File: src/rtl/stq_pkg.sv
package stq_pkg;
  typedef enum logic {
    M_RUN  = 1'b0,
    M_DUMP = 1'b1
  } stq_mode_e;
endpackage

File: src/rtl/stq_store.sv
module stq_store #(
  parameter int DEPTH = 4,
  parameter int AW    = 32,
  parameter int DW    = 32,
  localparam int PW   = $clog2(DEPTH)
) (
  input  logic                        clk,
  input  logic                        we,
  input  logic [PW-1:0]               widx,
  input  logic [AW-1:0]               waddr,
  input  logic [DW-1:0]               wdata,
  input  logic                        wsupv,
  input  logic [PW-1:0]               ridx_a,
  output logic [AW-1:0]               ra_addr,
  output logic [DW-1:0]               ra_data,
  output logic                        ra_supv,
  input  logic [PW-1:0]               ridx_b,
  output logic [AW-1:0]               rb_addr,
  output logic [DW-1:0]               rb_data,
  output logic                        rb_supv,
  output logic [DEPTH-1:0][AW-1:0]    all_addr,
  output logic [DEPTH-1:0][DW-1:0]    all_data
);
  logic [DEPTH-1:0] supv_q;

  for (genvar g = 0; g < DEPTH; g++) begin : g_slot
    always_ff @(posedge clk) begin
      if (we && widx == PW'(g)) begin
        all_addr[g] <= waddr;
        all_data[g] <= wdata;
        supv_q[g]   <= wsupv;
      end
    end
  end

  assign ra_addr = all_addr[ridx_a];
  assign ra_data = all_data[ridx_a];
  assign ra_supv = supv_q[ridx_a];
  assign rb_addr = all_addr[ridx_b];
  assign rb_data = all_data[ridx_b];
  assign rb_supv = supv_q[ridx_b];
endmodule

File: src/rtl/stq_match.sv
module stq_match #(
  parameter int DEPTH = 4,
  parameter int AW    = 32,
  parameter int DW    = 32,
  localparam int PW   = $clog2(DEPTH),
  localparam int CW   = PW + 1
) (
  input  logic [DEPTH-1:0][AW-1:0] all_addr,
  input  logic [DEPTH-1:0][DW-1:0] all_data,
  input  logic [PW-1:0]            head,
  input  logic [CW-1:0]            occ,
  input  logic [AW-1:0]            q_addr,
  output logic                     hit,
  output logic [DW-1:0]            hit_data
);
  // Walk from oldest to youngest; a later match overrides an earlier one.
  always_comb begin
    logic [PW-1:0] idx;
    hit      = 1'b0;
    hit_data = '0;
    for (int k = 0; k < DEPTH; k++) begin
      idx = head + PW'(k);
      if (CW'(k) < occ && all_addr[idx] == q_addr) begin
        hit      = 1'b1;
        hit_data = all_data[idx];
      end
    end
  end
endmodule

File: src/rtl/store_queue_supv.sv
module store_queue_supv #(
  parameter int DEPTH = 4,
  parameter int AW    = 32,
  parameter int DW    = 32
) (
  input  logic          clk,
  input  logic          rst,
  input  logic          st_valid,
  output logic          st_ready,
  input  logic [AW-1:0] st_addr,
  input  logic [DW-1:0] st_data,
  input  logic          st_supv,
  input  logic          ld_req,
  input  logic [AW-1:0] ld_addr,
  input  logic          ld_supv,
  output logic          ld_fwd_vld,
  output logic [DW-1:0] ld_fwd_data,
  output logic          ld_mem_go,
  output logic          ld_wait,
  output logic          mem_wr_valid,
  output logic [AW-1:0] mem_wr_addr,
  output logic [DW-1:0] mem_wr_data,
  output logic          mem_wr_supv,
  input  logic          mem_wr_ack,
  input  logic          mem_exc,
  output logic          exc_flag,
  output logic [AW-1:0] exc_addr,
  output logic          dump_valid,
  output logic [AW-1:0] dump_addr,
  output logic [DW-1:0] dump_data,
  output logic          dump_supv,
  input  logic          dump_next,
  input  logic          dump_clr
);
  import stq_pkg::*;

  localparam int PW = $clog2(DEPTH);
  localparam int CW = PW + 1;

  stq_mode_e       mode;
  logic [PW-1:0]   head, tail, dump_ptr;
  logic [CW-1:0]   occ, occ_nx, dump_left;
  logic            in_run, push, pop, fault, hit;
  logic [DW-1:0]   hit_data;
  logic [DEPTH-1:0][AW-1:0] all_addr;
  logic [DEPTH-1:0][DW-1:0] all_data;

  assign in_run       = (mode == M_RUN);
  assign st_ready     = in_run && (occ != CW'(DEPTH));
  assign push         = st_valid && st_ready;
  assign mem_wr_valid = in_run && (occ != '0);
  assign pop          = mem_wr_valid && mem_wr_ack;
  assign fault        = pop && mem_exc && mem_wr_supv;
  assign occ_nx       = occ + CW'(push) - CW'(pop);
  assign exc_flag     = (mode == M_DUMP);
  assign dump_valid   = exc_flag && (dump_left != '0);

  stq_store #(.DEPTH(DEPTH), .AW(AW), .DW(DW)) u_store (
    .clk     (clk),
    .we      (push),
    .widx    (tail),
    .waddr   (st_addr),
    .wdata   (st_data),
    .wsupv   (st_supv),
    .ridx_a  (head),
    .ra_addr (mem_wr_addr),
    .ra_data (mem_wr_data),
    .ra_supv (mem_wr_supv),
    .ridx_b  (dump_ptr),
    .rb_addr (dump_addr),
    .rb_data (dump_data),
    .rb_supv (dump_supv),
    .all_addr(all_addr),
    .all_data(all_data)
  );

  stq_match #(.DEPTH(DEPTH), .AW(AW), .DW(DW)) u_match (
    .all_addr(all_addr),
    .all_data(all_data),
    .head    (head),
    .occ     (occ),
    .q_addr  (ld_addr),
    .hit     (hit),
    .hit_data(hit_data)
  );

  always_ff @(posedge clk) begin
    if (rst) begin
      head      <= '0;
      tail      <= '0;
      occ       <= '0;
      mode      <= M_RUN;
      dump_ptr  <= '0;
      dump_left <= '0;
      exc_addr  <= '0;
    end else if (exc_flag && dump_clr) begin
      head      <= tail;
      occ       <= '0;
      dump_left <= '0;
      mode      <= M_RUN;
    end else begin
      if (push) tail <= tail + PW'(1);
      if (pop)  head <= head + PW'(1);
      occ <= occ_nx;
      if (fault) begin
        mode      <= M_DUMP;
        exc_addr  <= mem_wr_addr;
        dump_ptr  <= head + PW'(1);
        dump_left <= occ_nx;
      end else if (exc_flag && dump_next && dump_left != '0) begin
        dump_ptr  <= dump_ptr + PW'(1);
        dump_left <= dump_left - CW'(1);
      end
    end
  end

  // Load results are registered and answer the request of the previous cycle.
  always_ff @(posedge clk) begin
    if (rst) begin
      ld_fwd_vld  <= 1'b0;
      ld_fwd_data <= '0;
      ld_mem_go   <= 1'b0;
      ld_wait     <= 1'b0;
    end else begin
      ld_fwd_vld  <= ld_req && !ld_supv && hit;
      ld_fwd_data <= hit_data;
      ld_mem_go   <= ld_req && !hit;
      ld_wait     <= ld_req && ld_supv && hit;
    end
  end
endmodule

File: config.mk
export PLATFORM = sky130hd
export DESIGN_NAME = store_queue_supv
export DESIGN_NICKNAME = d
export VERILOG_FILES = /design/src/rtl/stq_pkg.sv /design/src/rtl/stq_store.sv /design/src/rtl/stq_match.sv /design/src/rtl/store_queue_supv.sv
export SDC_FILE = /design/constraint.sdc
export NUM_CORES = 1
export LEC_CHECK = 0
export BUFFER_PORTS_ARGS = -buffer_cell sky130_fd_sc_hd__buf_2
export CAP_MARGIN = 20
export CELL_PAD_IN_SITES_DETAIL_PLACEMENT = 1
export CELL_PAD_IN_SITES_GLOBAL_PLACEMENT = 2
export CORE_UTILIZATION = 36
export CTS_CLUSTER_DIAMETER = 100
export DETAILED_ROUTE_END_ITERATION = 6
export GPL_ROUTABILITY_DRIVEN = 0
export PLACE_DENSITY_LB_ADDON = 0.1
export SKIP_LAST_GASP = 1
export SLEW_MARGIN = 20
export SYNTH_ARGS = -nofsm -noshare
export SYNTH_HDL_FRONTEND = slang
export SYNTH_SLANG_ARGS = --single-unit
File: constraint.sdc
create_clock -name clk -period 3 [get_ports clk]
set_input_delay 0.15 -clock clk [delete_from_list [all_inputs] [get_ports clk]]
set_output_delay 0.15 -clock clk [all_outputs]
set_load 0.02 [all_outputs]
# --- Word-level counts from Yosys, hierarchy flattened ---
# Cells that the tools add are included.
classes:
  eq_ne: 8
  muxes: 38
  addsub: 8
  magnitude_cmp: 9
  bitwise: 2
  reduce_logical: 34
op_table:
  columns: ["op", "n"]
  rows:
  - ["binary-select mux 32 bit (select 2 bit)", 10]
  - ["two-way mux 32 bit", 14]
  - ["equality test 32 bit", 4]
  - ["logical AND 1 bit", 23]
  - ["less-than comparator 2 x 3 -> 1 bit (second input constant)", 5]
  - ["two-way mux 2 bit", 4]
  - ["adder 2 x 1 -> 2 bit (second input constant)", 3]
  - ["less-than comparator 1 x 3 -> 1 bit (first input constant)", 2]
  - ["less-than comparator 2 x 3 -> 1 bit (first input constant)", 2]
  - ["two-way mux 1 bit", 6]
  - ["two-way mux 3 bit", 2]
  - ["AND reduction 2 bit", 3]
  - ["nonzero test 3 bit", 2]
  - ["adder 2 bit (second input constant)", 2]
  - ["binary-select mux 1 bit (select 2 bit)", 2]
  - ["equality test 2 bit (second input constant)", 2]
  - ["nonzero test 2 bit", 2]
  - ["adder 3 x 1 -> 3 bit", 1]
  - ["!= test 3 bit (second input constant)", 1]
  - ["subtractor 3 x 1 -> 3 bit", 1]
  - ["subtractor 3 x 1 -> 3 bit (second input constant)", 1]
  - ["equality test 2 x 1 -> 1 bit (second input constant)", 1]
  - ["logical NOT 1 bit", 2]
  - ["logical NOT 2 bit", 1]
  - ["other kinds (2)", 3]
word_totals:
  out_inout_bits: 201
  register_bits: 340
  in_bits: 106
  word_cells: 122

# --- Longest topological paths before layout ---
# Gate-level depths: netlist of run 1.
logic_depth:
  ltp_word: 10
  mapped_depth: 15
  mapped_depth_nobuf: 11

# --- Hierarchy ---
# From an unflattened synthesis of run 1, not the netlist that was laid out.
unflattened:
  hier_cells: 1797
  area_unflattened_um2: 22620.4
by_module_without_submodules:
  columns: ["mod", "instances", "cells_per_inst", "seq_area_each_um2", "area_per_inst_um2"]
  rows:
  - ["stq_store", 1, 422, 7807.5, 11071.9]
  - ["stq_match", 1, 1068, 0.0, 8623.3]
  - ["store_queue_supv", 1, 307, 1601.5, 2925.3]

# --- Worst setup path after synthesis of run 1 ---
# No wires, ideal clock.
synth_timing:
  kind: "reg-to-reg"
  startpoint: "register head[0]"
  endpoint: "register ld_fwd_data[10]"
  arrival_time_ns: 2.979
  stages_incl_launch_ff: 14
  setup_slack_ns: -0.057
  required_ns: 2.921
  setup_ns: 0.079
  n_path_buf: 5
  period_less_slack_ns: 3.057
  path_cell_list: "dfxtp_1 -> buf_6 -> buf_12 -> buf_12 -> buf_4 -> mux2i_1 -> mux2i_1 -> xor2_1 -> nor4_2 -> clkbuf_1 -> nand3_1 -> a211oi_1 -> a21oi_1 -> o221ai_2"
synth_via:
  elab_chain_len: 8
  elab_cells_between_ends: 31
  classes_between: "add/sub (3); eq/ne (4); mux (20); reduce/logical (4)"
synth_lines:
  columns: ["element", "line_no", "text"]
  rows:
  - ["start, declared", "store_queue_supv.sv:41", "logic [PW-1:0] head, tail, dump_ptr;"]
  - ["start signal, assigned", "store_queue_supv.sv:97", "head <= tail;"]
  - ["start signal, assigned", "store_queue_supv.sv:103", "if (pop) head <= head + PW'(1);"]
  - ["binary-select mux 32 bit (select 2 bit)", null, null]
  - ["two-way mux 32 bit", null, null]
  - ["named net mem_wr_addr[13]", "store_queue_supv.sv:21", "output logic [AW-1:0] mem_wr_addr,"]
  - ["equality test 32 bit", "stq_match.sv:23", "if (CW'(k) < occ && all_addr[idx] == q_addr) begin"]
  - ["logical AND 1 bit", "stq_match.sv:23", null]
  - ["two-way mux 32 bit (4 in series)", "stq_match.sv:23", null]
  - ["end signal, assigned", "store_queue_supv.sv:126", "ld_fwd_data <= hit_data;"]
  - ["end, declared", "store_queue_supv.sv:17", "output logic [DW-1:0] ld_fwd_data,"]
# The timed path passes the listed nets, and every way through them passes these cells. The select of a mux whose other input is x is not followed.
# A chain may end at the register's enable or synchronous reset.

# --- Final worst setup path of run 1 ---
layout_timing:
  startpoint: "register head[0]"
  endpoint: "register ld_fwd_data[30]"
layout_via:
  elab_chain_len: 8
  elab_cells_between_ends: 31
  classes_between: "add/sub (3); eq/ne (4); mux (20); reduce/logical (4)"
layout_lines:
  columns: ["element", "line_no"]
  rows:
  - ["adder 2 x 1 -> 2 bit or binary-select mux 32 bit (select 2 bit) (tied branches)", "stq_match.sv:22, stq_match.sv:23"]
  - ["binary-select mux 32 bit (select 2 bit) or two-way mux 32 bit (tied branches)", "stq_match.sv:23"]
  - ["two-way mux 32 bit (implied by the code) or equality test 32 bit (tied branches)", "stq_match.sv:23"]
  - ["equality test 32 bit or logical AND 1 bit (tied branches)", "stq_match.sv:23"]
  - ["logical AND 1 bit or two-way mux 32 bit (tied branches)", "stq_match.sv:23"]
  - ["two-way mux 32 bit (2 in series)", "stq_match.sv:23"]
  - ["two-way mux 32 bit *", "stq_match.sv:23"]
# Every way passes the cells marked *; elsewhere a longest branch is shown, timed or not. The select of a mux whose other input is x is not followed.

==> flow_summary.yaml, run 1 <==
setup_path:
  path_class: "reg -> reg"
  endpoint_kind: "flip-flop"
  cp-start-kind: "flip-flop"
  crit_required_ps: 3490
  cp.arrival_ps: 3730
  r2r_cells: 12
  crit_fanout: 13
  crit_start: "head[0]$_SDFFE_PP0P_"
  timing.rr.start: "head[0]$_SDFFE_PP0P_"
cts:
  cts_tree: "yes"
  cts-htree-levels: 2
  cts_made_buffers: 42
  clk_pin_slew_worst_paths_ps: 60
  clkSinkCount: 340
  insertion_delay_ps: 580
  clk_path_buf_depth: 3
  clockRootBuffer: "clkbuf_16"
global_routing:
  grt_pass1_wl_mm: 118
  antenna_found_initial: 8
  grt_pass1_vias: 17382
  grt_start_max_net_pins: 85
  gr-total-overflow: 0
  grtUsageTotal_pct: 26.6
synth:
  avgSynthCellArea_um2: 13.1
  synthDistinctLibCells: 71
  syn_inst: 1636
  ys.flop_type: "edfxtp_1"
  synthMostInstantiatedCell: "edfxtp_1"
  synth_largest_area_cell: "edfxtp_1"
  ys_seq_elements: 340
  ys_warn_count: 0
  yosysTopAreaCellShare_pct: 36.5
  synth.area.top_cells: "edfxtp_1 (37%), mux4_2 (20%), dfxtp_1 (7.5%), mux2i_1 (6.4%), a21oi_1 (3.2%)"
  synth_area_um2: 21400
  synth-edff-count: 260
  seq_area_frac_synth_pct: 44.0
  synth_nets: 1753
  synth_top_cells_by_count: "edfxtp_1 (260), mux4_2 (194), a21oi_1 (136), mux2i_1 (136), nor2_1 (96)"
  synthArstFlopShare_pct: 0
route:
  ant_nets: 0
  wl_per_cell_um: 27.5
  num_vias: 17199
  drtPass1Iterations: 5
  vias_per_cell: 5.79
  drc: 0
  drt_iter0_markers: 1452
  totalWireLength_mm: 81.6
sta:
  skew_ps: 20.7
  period_share_pct: 108
  final_max_slew_viol_count: 0
  slew_headroom_pct: 44.0
  tightest_slew_ps: 816
  clock.fmax_mhz: 309
  finalSetupViolCount: 35
  fin_crit_ps: 3240
  hold_viol: 0
  rsz0062_at_grt: "yes"
  setup_ws_ps: -239
  timing.hold.ws_ps: 83.0
final_layout:
  fin_cells: 2972
  area_growth_pct: 33.0
  drive_above_1_share_pct: 45.7
  final_nets: 2289
worst_hold_path:
  min-delay-start: "dump_clr"
  min_path_type: "in -> reg"
  min_path_cells: 3
placed_design:
  place_ws_ps: -660
  dpl.cell_count: 2798
  hpwlAfterDp_mm: 59.4
  portBuffers: 306
floorplan:
  row_count: 88
  die_w_um: 246
  die-area_um2: 60400
  dieHeight_um: 246
  coreArea_um2: 58100
  initial_core_util_pct: 36.8
  io-pin-count: 307
job:
  maxCapViolations: 0
pwr:
  powerDensity_nw_per_um2: 840
  leakagePower_nw: 10.0
  peakVddDrop_mv: 0.554
outcome:
  status: "finished with violations"
  failed_checks: "setup timing"
stage by stage:
stage	instance area [µm²]	utilization [%]	power, mW	TNS, ps
global route	28400	48.9	24.9	-10380
CTS	28000	48.1	23.7	-6950
global placement	25300	43.4	17.6	-19860
finish	28400	48.9	23.9	-7000
detailed placement	25300	43.4	17.8	-20130
floorplan	21400	-	13.3	0
routing by layer:
layer	vias to the layer above	part of all wire, %	GRT usage [%]
met4	8	1.9	6.30
met1	8939	45	38.5
met2	600	45	40.6
met5	-	0.055	0
met3	101	7.8	5.38
li1	7551	-	-
state kept, by name (all words and copies together), names as in the netlist:
signal and flops:
dump_left 3, ld_mem_go 1, u_store.all_addr 128, u_store.all_data 128, dump_ptr 2, ld_fwd_data 32, u_store.supv_q 4, ld_wait 1
head 2, tail 2, exc_addr 32, exc_flag 1, ld_fwd_vld 1, occ 3
timing repair:
item                                    CTS  global route
hold endpoints to repair                263             0
pin swaps                                10            16
resized for setup                        95            63
cloned                                    1             5
hold buffers                             68             0
setup buffers                            16             5
endpoints found under the setup margin   61            42
cell usage in the layout, fill, tap and decap left out, types with 44 or more instances in the layout:
| cell type | n |
|---|---|
| a21oi_1 | 135 |
| dlygate4sd3_1 | 68 |
| edfxtp_1 | 260 |
| clkbuf_16 | 47 |
| nor2_1 | 96 |
| buf_4 | 203 |
| xnor2_1 | 64 |
| mux4_2 | 194 |
| dfxtp_1 | 76 |
| nand2b_1 | 44 |
| mux2i_1 | 106 |
| nand2_1 | 89 |
| buf_2 | 306 |
cell families (layout without fill, tap and decap cells):
kind of cell	Yosys count	in the layout	share of synthesized area, %
AOI/OAI and AO/OA	282	282	9.48
xor gates and xnor gates	107	107	4.38
adders and majority gates	11	11	0.679
buffers and inverters	167	736	3.97
DFF	340	340	44.0
muxes	376	376	29.3
other	0	2	0
and+or+nand+nor	353	353	8.19
where the power goes:
part | switching, mW | internal, mW | total (mW)
sequential | 0.463 | 5.66 | 6.13
clock | 2.11 | 3.08 | 5.19
combinational | 6.96 | 5.60 | 12.6
total | 9.54 | 14.3 | 23.9
final cells by class:
class                   instances  area, µm²
flip-flops and latches        340       9420
clock inverters                21        229
multi-input cells            1129      11700
repair buffers                640       4860
clock buffers                  56       1160
well taps                     765        957
fillers                      6033      29700
diodes                          2       5.00
inverters                      19       71.3
worst paths after layout:
kind	endpoint	slack, ps
worst max-delay path	ld_fwd_data[30]$_SDFF_PP0_	-240
worst max register to register	ld_fwd_data[30]$_SDFF_PP0_	-240
worst min register to register	exc_addr[16]$_SDFFE_PP0P_	460
worst min-delay path	head[1]$_SDFFE_PP0P_	80
worst max-delay path, stage by stage, from the launching register on:
cell      delay (ps)
dfxtp_4          390
buf_12           120
buf_16           130
buf_6            120
mux4_2           530
xor2_2           200
nor4_2           240
buf_4            140
nand2_1           40
or4_4            550
a211o_4          330
buf_12           170
o221ai_1         170
(Power assumes the default switching activity.)
==> inputs of run 2 (changes only) <==
CORE_MARGIN = 1.5   (was unset)
==> flow_summary.yaml, run 2 (same netlist as run 1, synthesis figures left out) <==
outcome:
  status: "finished with violations"
  failed_checks: "DRC, setup timing"
sta:
  finalSetupViolCount: 36
  rsz0062_at_grt: "yes"
  slew_headroom_pct: 44.2
  final_max_slew_viol_count: 0
  period_share_pct: 111
  clock.fmax_mhz: 299
  fin_setup_tns_ps: -10710
  setup_ws_ps: -341
  fin_crit_ps: 3340
  tightest_slew_ps: 813
  hold_viol: 0
  skew_ps: 27.3
cts:
  clk_pin_slew_worst_paths_ps: 60
  cts_made_buffers: 41
  cts-htree-levels: 2
  clk_path_buf_depth: 3
  clkSinkCount: 340
  cts_tree: "yes"
  clockRootBuffer: "clkbuf_16"
  insertion_delay_ps: 600
worst_hold_path:
  min-delay-start: "dump_clr"
  min_path_cells: 3
  min_path_type: "in -> reg"
final_layout:
  area_growth_pct: 32.0
  drive_above_1_share_pct: 44.0
  final_nets: 2309
  final_common_cell: "buf_2"
  largestRegisters: "u_store.all_addr: 128 flops, u_store.all_data: 128 flops"
  design_area_um2: 28200
  final_cell_mix: "buf_2 (306), edfxtp_1 (260), buf_4 (233)"
pwr:
  power_mw: 23.4
  powerDensity_nw_per_um2: 829
  peakVddDrop_mv: 0.475
  leakagePower_nw: 10.0
floorplan:
  coreArea_um2: 58900
  dieHeight_um: 247
  die_w_um: 247
  die-area_um2: 60900
  row_count: 89
  initial_core_util_pct: 36.3
  io-pin-count: 307
route:
  vias_per_cell: 5.75
  totalWireLength_mm: 81.4
  drc: 4
  num_vias: 17262
  ant_nets: 0
  wl_per_cell_um: 27.1
  drt_iter0_markers: 1226
  drtPass1Iterations: 7
global_routing:
  grt_pass1_wl_mm: 118
  antenna_found_initial: 8
  gr-total-overflow: 0
  grtUsageTotal_pct: 26.5
  grt_start_max_net_pins: 86
  grt_pass1_vias: 17738
placed_design:
  hpwlAfterDp_mm: 60.4
  placed_cell_area_um2: 25600
  portBuffers: 306
setup_path:
  crit_start: "head[0]$_SDFFE_PP0P_"
  r2r_cells: 11
  crit_required_ps: 3520
  crit_fanout: 8
  timing.rr.start: "head[0]$_SDFFE_PP0P_"
  cp.arrival_ps: 3860
  path_class: "reg -> reg"
  endpoint_kind: "flip-flop"
  cp-start-kind: "flip-flop"
job:
  maxCapViolations: 0
## run 2: area by class of cell
class / instances / area (µm²)
Fill cell: 6077 / 30700
Multi-Input combinational cell: 1129 / 11400
Sequential cell: 340 / 9420
Timing Repair Buffer: 661 / 4990
Clock buffer: 54 / 1100
Tap cell: 773 / 967
Clock inverter: 19 / 216
Inverter: 19 / 71.3
Antenna cell: 5 / 12.5
## run 2: report_power, final
part           internal (mW)  total (mW)  leakage (nW)  switching [mW]
registers               5.67        6.12          3.03           0.457
clock network           2.87        4.94         0.642            2.07
logic                   5.46        12.3          6.38            6.87
total                   14.0        23.4          10.0            9.40
## run 2: worst paths after layout
check / endpoint / slack (ps)
worst max-delay path: ld_fwd_data[30]$_SDFF_PP0_ / -340
worst min-delay path: head[1]$_SDFFE_PP0P_ / 70
worst max register to register: ld_fwd_data[30]$_SDFF_PP0_ / -340
worst min register to register: exc_addr[15]$_SDFFE_PP0P_ / 460
## run 2: through the flow
stage | cells | util, % | setup WS, ps | hold slack, ps
global placement | 2832 | 43.4 | -419 | 358
finish | 3000 | 47.9 | -341 | 74.4
floorplan | 1636 | - | 34.5 | 249
CTS | 2990 | 47.3 | -299 | 49.8
detailed placement | 2832 | 43.4 | -470 | 368
global route | 2998 | 47.9 | -471 | 97.0
## run 2: layer usage
layer | wire, µm | global-route usage, %
met1 | 37400 | 38.3
met2 | 36900 | 40.8
met3 | 4930 | 4.63
met5 | 29 | 0
met4 | 2180 | 7.19
## run 2: repair_timing
| action | CTS | global route |
|---|---|---|
| setup endpoints to repair | 61 | 49 |
| pin swaps | 8 | 12 |
| buffers inserted | 15 | 2 |
| hold buffers | 67 | 0 |
| endpoints found under the hold margin | 263 | 0 |
| gates resized for setup | 27 | 41 |
| gates cloned | 3 | 3 |
## run 2: critical path, cell delays in order (launching register included)
cell and delay [ps]:
dfxtp_4 420, buf_6 150, buf_12 140, mux2i_1 260, o21ai_1 160, a2111o_1 410, o22ai_1 170, o211ai_1 190
or4_4 630, a211o_4 390, buf_12 180, o221ai_1 150
==> inputs of run 3 (changes only) <==
CELL_PAD_IN_SITES_DETAIL_PLACEMENT = 0   (was 1)
CELL_PAD_IN_SITES_GLOBAL_PLACEMENT = 1   (was 2)
CORE_UTILIZATION = 43   (was 36)
==> flow_summary.yaml, run 3 (same netlist as run 1, synthesis figures left out) <==
floorplan:
  io-pin-count: 307
  initial_core_util_pct: 43.6
  dieHeight_um: 226
  row_count: 81
  coreArea_um2: 49100
  die_w_um: 226
  die-area_um2: 51100
sta:
  fin_setup_tns_ps: -9860
  fin_crit_ps: 3320
  period_share_pct: 111
  setup_ws_ps: -315
  rsz0062_at_grt: "yes"
  clock.fmax_mhz: 302
  slew_headroom_pct: 43.6
  final_max_slew_viol_count: 0
  tightest_slew_ps: 846
  hold_viol: 0
  finalSetupViolCount: 35
  skew_ps: 34.4
  timing.hold.ws_ps: 117
pwr:
  leakagePower_nw: 10.0
  power_mw: 23.1
  peakVddDrop_mv: 0.527
  powerDensity_nw_per_um2: 826
setup_path:
  timing.rr.start: "head[0]$_SDFFE_PP0P_"
  crit_fanout: 9
  regToRegEndpoint: "ld_fwd_data[9]$_SDFF_PP0_"
  path_class: "reg -> reg"
  slowest_stage: "or4_4"
  r2r_slack_ps: -320
  crit_chain: "buf_12 -> buf_4 -> mux2i_2 -> xnor2_1 -> a2111o_1 -> o22ai_1 -> o211ai_1 -> or4_4 -> a211o_4 -> buf_12 -> o221ai_2"
  worst_path_largest_cell_delay_ps: 600
  crit_required_ps: 3460
  r2r_cells: 11
  cp_common_cell: "buf_12"
  cp-start-kind: "flip-flop"
  endpoint_kind: "flip-flop"
  cp.arrival_ps: 3780
route:
  totalWireLength_mm: 73.1
  wl_per_cell_um: 25.3
  ant_nets: 0
  drtPass1Iterations: 5
  drt_iter0_markers: 1558
  m1WireLength_mm: 32.2
  vias_per_cell: 5.90
  dr_wl_met2_mm: 32.5
  drc: 0
  num_vias: 17043
  top_layer: "met5"
  met3_length_mm: 6.15
worst_hold_path:
  min-delay-start: "dump_clr"
  holdPathEnd: "head[1]$_SDFFE_PP0P_"
  min_path_cells: 3
  min_path_type: "in -> reg"
placed_design:
  hpwlAfterDp_mm: 54.5
  placed_cell_area_um2: 25400
  portBuffers: 306
global_routing:
  grtUsageTotal_pct: 28.4
  grt_start_max_net_pins: 165
  grt_pass1_wl_mm: 106
  gr-total-overflow: 0
  antenna_found_initial: 7
  grt_pass1_vias: 16440
cts:
  clkSinkCount: 340
  cts_tree: "yes"
  clk_path_buf_depth: 3
  cts-htree-levels: 2
  clockRootBuffer: "clkbuf_16"
  clk_pin_slew_worst_paths_ps: 60
  cts_made_buffers: 39
  insertion_delay_ps: 570
final_layout:
  area_growth_pct: 30.8
  final_common_cell: "buf_2"
  largestRegisters: "u_store.all_addr: 128 flops, u_store.all_data: 128 flops"
  nFillCells: 4175
  drive_above_1_share_pct: 43.9
  multi_input_area_um2: 11400
  seq_area_um2: 9420
  final_nets: 2311
  final_cell_mix: "buf_2 (306), edfxtp_1 (260), buf_4 (242)"
  final_util_pct: 57.0
  design_area_um2: 28000
job:
  maxCapViolations: 0
outcome:
  status: "finished with violations"
  failed_checks: "setup timing"
## run 3: changes by cell type in the layout (fill, tap and decap cells not counted), moves of 3 or more
cell	before	now
mux2i_4	2	6
buf_12	35	28
inv_6	0	3
mux2i_2	11	5
buf_4	233	242
buf_6	9	12
## run 3: metal layers
metal | GRT usage, % | vias up
met5 | 0 | -
met4 | 9.37 | 6
met2 | 42.3 | 694
met3 | 5.78 | 120
met1 | 41.3 | 8626
li1 | - | 7597
## run 3: layout make-up
type / instances / area share (%)
clock buffers: 51 / 3.76
clock inverters: 20 / 0.837
well taps: 664 / 2.97
diodes: 3 / 0.0269
flip-flops and latches: 340 / 33.7
inverters: 19 / 0.255
repair buffers: 665 / 17.6
multi-input cells: 1129 / 40.8
## run 3: stage by stage
| stage | worst slack [ps] | instances |
|---|---|---|
| final | -315 | 2891 |
| after global routing | -385 | 2891 |
| after CTS | -310 | 2881 |
| after detailed placement | -650 | 2726 |
| after global placement | -580 | 2726 |
| after floorplan | 34.5 | 1636 |
## run 3: worst max-delay path by stage
| stage | startpoint | to | depth (start not counted) |
|---|---|---|---|
| after floorplan | head[1]$_SDFFE_PP0P_ | ld_fwd_data[10]$_SDFF_PP0_ | 13 |
| after global placement | head[0]$_SDFFE_PP0P_ | ld_fwd_data[25]$_SDFF_PP0_ | 12 |
| after detailed placement | head[0]$_SDFFE_PP0P_ | ld_fwd_data[25]$_SDFF_PP0_ | 12 |
| after CTS | head[0]$_SDFFE_PP0P_ | ld_fwd_data[9]$_SDFF_PP0_ | 12 |
| after global routing | head[0]$_SDFFE_PP0P_ | ld_fwd_data[6]$_SDFF_PP0_ | 14 |
| final | head[0]$_SDFFE_PP0P_ | ld_fwd_data[9]$_SDFF_PP0_ | 11 |
## run 3: worst max-delay path: cells and delay by family (launching register included)
| kind | cells | cell delay [ps] |
|---|---|---|
| flops | 1 | 380 |
| buf+inv | 3 | 510 |
| mux | 1 | 360 |
| compound gates | 5 | 1160 |
| xor+xnor | 1 | 190 |
| simple gates | 1 | 600 |
## run 3: power breakdown
| group | leakage, nW | switching [mW] | internal, mW |
|---|---|---|---|
| registers | 3.03 | 0.434 | 5.66 |
| clock network | 0.631 | 1.94 | 2.90 |
| logic | 6.35 | 6.69 | 5.47 |
| total | 10.0 | 9.06 | 14.0 |
## run 3: what timing repair did
action                     in CTS  in global routing
gates cloned                    1                  3
hold buffers                   67                  0
setup buffers                  16                  4
hold endpoints to repair      263                  0
pin swaps                      13                 10
resized for setup              42                 31
setup endpoints to repair      35                 49
